### src/rtl/spr_dma_pkg.sv
package spr_dma_pkg;

    typedef enum logic [1:0] {
        ST_PASSIVE = 2'd0,
        ST_IDLE    = 2'd1,
        ST_FETCH   = 2'd2,
        ST_STORE   = 2'd3
    } dma_state_t;

endpackage

### src/rtl/spr_dma_trig.sv
module spr_dma_trig #(
    parameter int ADDR_W    = 16,
    parameter int TRIG_ADDR = 16'h4014
) (
    input  logic              wr_en,
    input  logic [ADDR_W-1:0] addr,
    output logic              hit
);
    localparam logic [ADDR_W-1:0] TRIG = ADDR_W'(TRIG_ADDR);

    always_comb begin
        hit = wr_en && (addr == TRIG);
    end
endmodule

### src/rtl/spr_dma_ptr.sv
module spr_dma_ptr #(
    parameter int ADDR_W = 16,
    parameter int DATA_W = 8,
    parameter int CNT_W  = 8
) (
    input  logic              clk,
    input  logic              rst,
    input  logic              load,
    input  logic [DATA_W-1:0] page_in,
    input  logic              arm,
    input  logic              fetch,
    input  logic              store,
    input  logic [DATA_W-1:0] rdata,
    output logic [ADDR_W-1:0] cur_addr,
    output logic [DATA_W-1:0] held,
    output logic              last
);
    localparam int PAGE_W = ADDR_W - CNT_W;

    logic [CNT_W-1:0] remain;
    logic [PAGE_W-1:0] page;

    always_comb begin
        page = PAGE_W'(page_in);
        last = (remain == '0);
    end

    always_ff @(posedge clk) begin
        if (rst) begin
            cur_addr <= '0;
            remain   <= '0;
            held     <= '0;
        end else begin
            if (load) begin
                cur_addr <= {page, {CNT_W{1'b0}}};
            end
            if (arm) begin
                remain <= '1;
            end
            if (fetch) begin
                held <= rdata;
            end
            if (store) begin
                held <= '0;
                if (!last) begin
                    cur_addr <= cur_addr + 1'b1;
                    remain   <= remain - 1'b1;
                end
            end
        end
    end

    // the source address is held between a read and its write
    p_addr_held_r6: assert property (@(posedge clk) disable iff (rst)
        fetch |=> $stable(cur_addr));

    // the byte driven out during a write is the byte captured by the read
    p_held_data_r5: assert property (@(posedge clk) disable iff (rst)
        fetch |=> (held == $past(rdata)));
endmodule

### src/rtl/spr_dma_fsm.sv
module spr_dma_fsm
    import spr_dma_pkg::*;
(
    input  logic clk,
    input  logic rst,
    input  logic trig_hit,
    input  logic cyc_odd,
    input  logic last,
    output logic load,
    output logic arm,
    output logic fetch,
    output logic store,
    output logic stall,
    output logic done
);
    dma_state_t state, state_nx;

    always_ff @(posedge clk) begin
        if (rst) begin
            state <= ST_PASSIVE;
            done  <= 1'b0;
        end else begin
            state <= state_nx;
            done  <= (state == ST_STORE) && last;
        end
    end

    always_comb begin
        state_nx = state;
        load     = 1'b0;
        arm      = 1'b0;
        fetch    = 1'b0;
        store    = 1'b0;
        stall    = 1'b1;
        unique case (state)
            ST_PASSIVE: begin
                stall = 1'b0;
                if (trig_hit) begin
                    load     = 1'b1;
                    state_nx = ST_IDLE;
                end
            end
            ST_IDLE: begin
                arm      = 1'b1;
                state_nx = ST_FETCH;
            end
            ST_FETCH: begin
                if (cyc_odd) begin
                    fetch    = 1'b1;
                    state_nx = ST_STORE;
                end
            end
            ST_STORE: begin
                store    = 1'b1;
                state_nx = last ? ST_PASSIVE : ST_FETCH;
            end
        endcase
    end

    // reads only on odd cycles
    p_rd_odd_r4: assert property (@(posedge clk) disable iff (rst)
        fetch |-> cyc_odd);

    // every read is followed by a write
    p_rd_then_wr_r5: assert property (@(posedge clk) disable iff (rst)
        fetch |=> store);

    // never both strobes
    p_strobe_excl_r5: assert property (@(posedge clk) disable iff (rst)
        !(fetch && store));

    // done is a single pulse following a write
    p_done_pulse_r8: assert property (@(posedge clk) disable iff (rst)
        done |=> !done);

    p_done_after_wr_r8: assert property (@(posedge clk) disable iff (rst)
        done |-> (!stall && $past(store)));
endmodule

### src/rtl/spr_dma_top.sv
module spr_dma_top #(
    parameter int ADDR_W    = 16,
    parameter int DATA_W    = 8,
    parameter int CNT_W     = 8,
    parameter int TRIG_ADDR = 16'h4014,
    parameter int PORT_ADDR = 16'h2004
) (
    input  logic              clk,
    input  logic              rst,
    input  logic              cpu_wr_en,
    input  logic [ADDR_W-1:0] cpu_addr,
    input  logic [DATA_W-1:0] cpu_wdata,
    input  logic              cyc_odd,
    output logic [ADDR_W-1:0] bus_addr,
    output logic              bus_rd,
    output logic              bus_wr,
    output logic [DATA_W-1:0] bus_wdata,
    input  logic [DATA_W-1:0] bus_rdata,
    output logic              cpu_stall,
    output logic              done
);
    localparam logic [ADDR_W-1:0] PORT = ADDR_W'(PORT_ADDR);

    logic trig_hit, load, arm, fetch, store, last;
    logic [ADDR_W-1:0] cur_addr;
    logic [DATA_W-1:0] held;

    spr_dma_trig #(.ADDR_W(ADDR_W), .TRIG_ADDR(TRIG_ADDR)) u_trig (
        .wr_en (cpu_wr_en),
        .addr  (cpu_addr),
        .hit   (trig_hit)
    );

    spr_dma_fsm u_fsm (
        .clk      (clk),
        .rst      (rst),
        .trig_hit (trig_hit),
        .cyc_odd  (cyc_odd),
        .last     (last),
        .load     (load),
        .arm      (arm),
        .fetch    (fetch),
        .store    (store),
        .stall    (cpu_stall),
        .done     (done)
    );

    spr_dma_ptr #(.ADDR_W(ADDR_W), .DATA_W(DATA_W), .CNT_W(CNT_W)) u_ptr (
        .clk      (clk),
        .rst      (rst),
        .load     (load),
        .page_in  (cpu_wdata),
        .arm      (arm),
        .fetch    (fetch),
        .store    (store),
        .rdata    (bus_rdata),
        .cur_addr (cur_addr),
        .held     (held),
        .last     (last)
    );

    always_comb begin
        bus_rd    = fetch;
        bus_wr    = store;
        bus_addr  = store ? PORT : cur_addr;
        bus_wdata = held;
    end

    // a trigger write while passive starts the stall with no bus traffic
    p_trig_idle_r2: assert property (@(posedge clk) disable iff (rst)
        (!cpu_stall && cpu_wr_en && cpu_addr == ADDR_W'(TRIG_ADDR))
            |=> (cpu_stall && !bus_rd && !bus_wr));

    // writes always target the port address
    p_wr_port_r5: assert property (@(posedge clk) disable iff (rst)
        bus_wr |-> (bus_addr == PORT));

    // a write elsewhere while passive leaves the engine passive
    p_other_ignored_r3: assert property (@(posedge clk) disable iff (rst)
        (!cpu_stall && !(cpu_wr_en && cpu_addr == ADDR_W'(TRIG_ADDR)))
            |=> !cpu_stall);
endmodule

### config.mk
export PLATFORM = sky130hd
export DESIGN_NAME = spr_dma_top
export DESIGN_NICKNAME = d
export VERILOG_FILES = /design/src/rtl/spr_dma_pkg.sv /design/src/rtl/spr_dma_trig.sv /design/src/rtl/spr_dma_ptr.sv /design/src/rtl/spr_dma_fsm.sv /design/src/rtl/spr_dma_top.sv
export SDC_FILE = /design/constraint.sdc
export NUM_CORES = 1
export LEC_CHECK = 0
export BUFFER_PORTS_ARGS = -buffer_cell sky130_fd_sc_hd__buf_2
export CAP_MARGIN = 0
export CORE_MARGIN = 2
export CORE_UTILIZATION = 48
export CTS_CLUSTER_DIAMETER = 150
export DETAILED_ROUTE_END_ITERATION = 6
export PLACE_DENSITY = 0.86
export SLEW_MARGIN = 20
export SYNTH_ARGS = -nofsm -noshare
export SYNTH_HDL_FRONTEND = slang
export SYNTH_SLANG_ARGS = --single-unit
export TNS_END_PERCENT = 30
### constraint.sdc
create_clock -name clk -period 4.9 [get_ports clk]
set_clock_uncertainty 0.2 [all_clocks]
set_input_delay 0.98 -clock clk [delete_from_list [all_inputs] [get_ports clk]]
set_output_delay 0.98 -clock clk [all_outputs]
set_load 0.005 [all_outputs]
Word level (Yosys, flattened, before mapping)
Cells that the tools add are included.

Word-level logic and storage cells: 37. Output and inout port bits: 28. Input port bits: 36. Bits in registers: 35.

Equality and inequality tests: 6. Reductions and logical operators: 6. Muxes and demuxes: 18. Add/subtract/negate cells: 2.

Operators by type and width (count): 16-bit 2-to-1 mux (4); 8-bit 2-to-1 mux (3); 16-bit by 1-bit adder with 16-bit output (second input constant) (1); 16-bit by 15-bit == test with 1-bit output (second input constant) (1); 8-bit zero test (1); 2-bit one-hot mux with 4 select lines (1); 8-bit by 1-bit subtractor with 8-bit output (second input constant) (1); 1-bit 2-to-1 mux (7); 2-bit 2-to-1 mux (3); 2-bit == test (second input constant) (2); 2-bit != test (second input constant) (2); 2-bit by 1-bit == test with 1-bit output (second input constant) (1); 1-bit logical AND (2); 2-bit zero test (1); 2-bit AND reduction (1); 2-bit OR reduction (1).

Longest topological paths before layout
Depth in word-level cells: 7. Mapped depth: 8. Gate-level depth less buffers: 7.

Hierarchy
From an unflattened synthesis, not the netlist that was laid out.

Cell total of the unflattened synthesis: 236. Area total of the unflattened synthesis: 2118.3 um2.

Modules (own cells, without submodules): spr_dma_ptr (instances 1, seq. area each 640.6 um2, cells an instance 198, area an instance 1805.5 um2); spr_dma_fsm (instances 1, seq. area each 60.1 um2, cells an instance 14, area an instance 135.1 um2); spr_dma_top (instances 1, seq. area each 0.0 um2, cells an instance 17, area an instance 117.6 um2); spr_dma_trig (instances 1, seq. area each 0.0 um2, cells an instance 7, area an instance 60.1 um2).

Worst setup path before layout
No wires, ideal clock.

Kind: input port to output port. From: input cyc_odd. To: output bus_rd. Buffers on the path: 1. Required time: 3.720 ns. Arrival time: 1.628 ns. Stages: 4. Slack: 2.092 ns. Cells stage by stage: nand2_1 > or2_2 > clkbuf_1 > clkinv_1.

Longest elaborated chain between the ends: 2.

RTL lines: start, declared (RTL line spr_dma_top.sv:13) `input logic cyc_odd,`; 1-bit 2-to-1 mux (RTL line spr_dma_fsm.sv:48) `if (cyc_odd) begin`; 1-bit 2-to-1 mux (RTL line spr_dma_fsm.sv:35) `unique case (state)`; end, declared (RTL line spr_dma_top.sv:15) `output logic bus_rd,`.

No other way between the ends.

Worst setup path after layout
Same ends and word-level chain as after synthesis.

==> summary.md <==
| Metric | Value |
|---|---|
| Vias in the first global route | `approximately 1800` |
| Initial Util | `0.509` |
| Fin crit share | `0.611` |
| CTS root buffer | `clkbuf_8` |
| CP Max Fanout | `9` |
| Max Root-Sink Buffers | `2` |
| CP delay by family, top | `simple AND/OR/NAND/NOR gates` |
| DP Wirelength | `roughly 3400 um` |
| DP Area | `between 2000 and 2500 um2` |
| Syn Inst Count | `231` |
| Syn Nets | `270` |
| Main synth FF type | `dfxtp_1` |
| Buffers & Inverters on Critical Path | `3` |
| Clock transition at path regs | `about 70 ps` |
| Mean Syn Cell Area | `between 8 and 9 um2` |
| Post-synthesis sequential area ratio | `0.367` |
| Largest cells by area after synthesis | `dfxtp_1, nand2_1, and2_1, a21oi_1, a31oi_1` |
| Crit path time final | `roughly 3000 ps` |
| FP Rows | `22` |
| IO Count | `64` |
| GP Congestion | `approximately 0.86` |
| GRT Max-Usage Layer | `met2` |
| Post-synth EDFFs | `0` |
| Post-Route WL | `about 4700 um` |
| Via/cell ratio | `approximately 5.7` |
| Post-synth top area cell | `dfxtp_1` |
| Final Setup Violations | `0` |
| RSZ-0062 raised after global routing | `false` |
| CP Class | `in -> out` |
| Yosys top cell area share | `0.367` |
| Antenna Nets Post-Route | `0` |
| Via Count | `1924` |
| Initial antenna violation count | `0` |
| Most frequent cells in the layout | `buf_2, nand2_1, dfxtp_1` |
| Worst path slowest cell | `or2_2` |
| Post-cts gate resize count | `0` |
| Crit-path cells | `buf_2, nand2_1, or2_2, clkinv_1, buf_2` |
| Post-CTS setup buffers | `0` |
| Ys async rst share | `0` |
| Run status | `finished, final reports clean` |
| Layout net count | `330` |
| First-pass GRT wire length | `slightly below 8000 um` |
| Pwr per Cell Area | `between 200 and 250 nW/um2` |
| CP dominant cell by count | `buf_2` |
| Slowest stage delay, CP | `about 370 ps` |
| DR pass1 iterations | `4` |
| CP endpoint kind | `primary output` |
| CTS tree | `built` |
| Area growth syn-to-layout | `22.7%` |
| Share of layout cells above drive strength 1 | `0.329` |
| Die Wd | `between 60 and 70 um` |
| Later-pin clock latency in the skew report | `around 300 ps` |
| GRT Util Overall | `0.228` |
| Met3 GRT Util | `0.0473` |
| Largest net degree at the start of global routing | `29` |
| Final Hold Fails | `0` |
| H-tree Lvls | `2` |
| Clock Sinks | `35` |
| Drt drc | `0` |
| HP Class | `reg -> reg` |
| Commonest non-fill, non-tap cell in the layout | `buf_2` |
| FF+latch count, synth | `35` |
| Antenna cell count | `0` |
| Post-DR wirelength/cell | `between 10 and 15 um` |
| YS warnings | `0` |
| CTS Buf Count | `5` |
| Worst Path Required | `3720 ps` |
| Sum Neg Setup Slack | `0 ps` |
| GRT met2 Usage | `0.394` |
| Max-Slew Margin vs Limit | `0.320` |
| DRT iter0 DRCs | `97` |
| CTS Hold Buffers Added | `0` |
| Max_cap viols | `0` |
| Worst vdd ir | `between 0.15 and 0.2 mV` |
| Met1 Use GR | `0.260` |
| Fmax | `between 0.3 and 0.4 GHz` |
| Nature of the critical path startpoint | `input port` |
| Worst slew pin tran | `1020 ps` |
| Cell variety after synth | `55` |
| I/O Buffers | `63` |
| Post-Syn Area | `roughly 1900 um2` |
| Total grt overflow | `0` |
| Leakage | `roughly 0.94 nW` |
| Core ar. | `approximately 3700 um2` |
| Finished Cell Area | `2340 um2` |
| Die Height | `~67 um` |
| Slew Limit Fails | `0` |
| Critical path arrival | `~1800 ps` |
| Die area | `roughly 4500 um2` |
-- sequential cells by signal, indices dropped and copies added (netlist names) --
signal	cells
u_fsm.state	2
u_ptr.remain	8
u_ptr.held	8
u_fsm.done	1
u_ptr.cur_addr	16
-- routing by layer --
layer	wire (um)	vias up
met2	2340	64
met3	266	13
met1	2020	896
li1	-	951
met5	0	-
met4	92	0
-- cell families after synthesis --
kind of cell	after synthesis	share of synthesized area
AOI/OAI and AO/OA	54	0.205
xor gates and xnor gates	1	0.00459
adders and majority gates	3	0.0197
buffers and inverters	17	0.0426
DFF	35	0.367
muxes	1	0.00525
and+or+nand+nor	120	0.356
-- synth_stat cells (3+ instances only) --
cell type / instances
a21oi_1: 16
a31oi_1: 9
nor2_1: 12
inv_1: 5
nand2_1: 36
clkbuf_1: 5
o21ai_0: 4
a211oi_1: 5
nand2b_1: 4
a311oi_1: 5
or2_2: 4
ha_1: 3
and2_1: 14
nor3_1: 7
nand3_1: 10
dfxtp_1: 35
nand2_2: 3
nand4_1: 4
and3_1: 4
-- where the power goes --
part	internal (mW)	total, mW	switching (mW)
sequential	0.284	0.284	0.00000225
combinational	0.0122	0.0214	0.00922
clock	0.151	0.263	0.112
total	0.448	0.569	0.121
-- tightest hold or removal path: cells and delay by family (launching register included) --
family / cells / cell delay [ps]
AOI/OAI and AO/OA: 1 / 50
DFF: 1 / 310
and+or+nand+nor: 1 / 50
-- per-stage QoR --
step	hold slack [ps]	utilization	worst slack [ps]	total power [mW]	cells
final	259	0.625	1910	0.569	340
after global routing	287	0.625	1800	0.584	340
after CTS	257	0.625	1900	0.571	340
after detailed placement	246	0.595	1900	0.312	332
after global placement	249	0.595	1950	0.312	332
after floorplan	253	-	2090	0.298	231
-- worst paths after layout --
kind	from	endpoint	slack, ps	depth (start not counted)
worst max-delay path	cyc_odd	bus_rd	1910	5
worst min-delay path	u_ptr.held[5]	u_ptr.held[5]	260	2
worst max register to register	u_fsm.state[0]	u_ptr.remain[4]	2150	5
worst min register to register	u_ptr.held[5]	u_ptr.held[5]	260	2
-- layout make-up --
| type | count | area [um2] |
|---|---|---|
| tap | 48 | 60.1 |
| multi-input combinational | 179 | 1120 |
| fill | 354 | 1400 |
| inverter | 7 | 26.3 |
| clock buffer | 5 | 68.8 |
| timing repair buffer | 63 | 315 |
| clock inverter | 3 | 43.8 |
| sequential | 35 | 701 |
(Power assumes the default switching activity.)
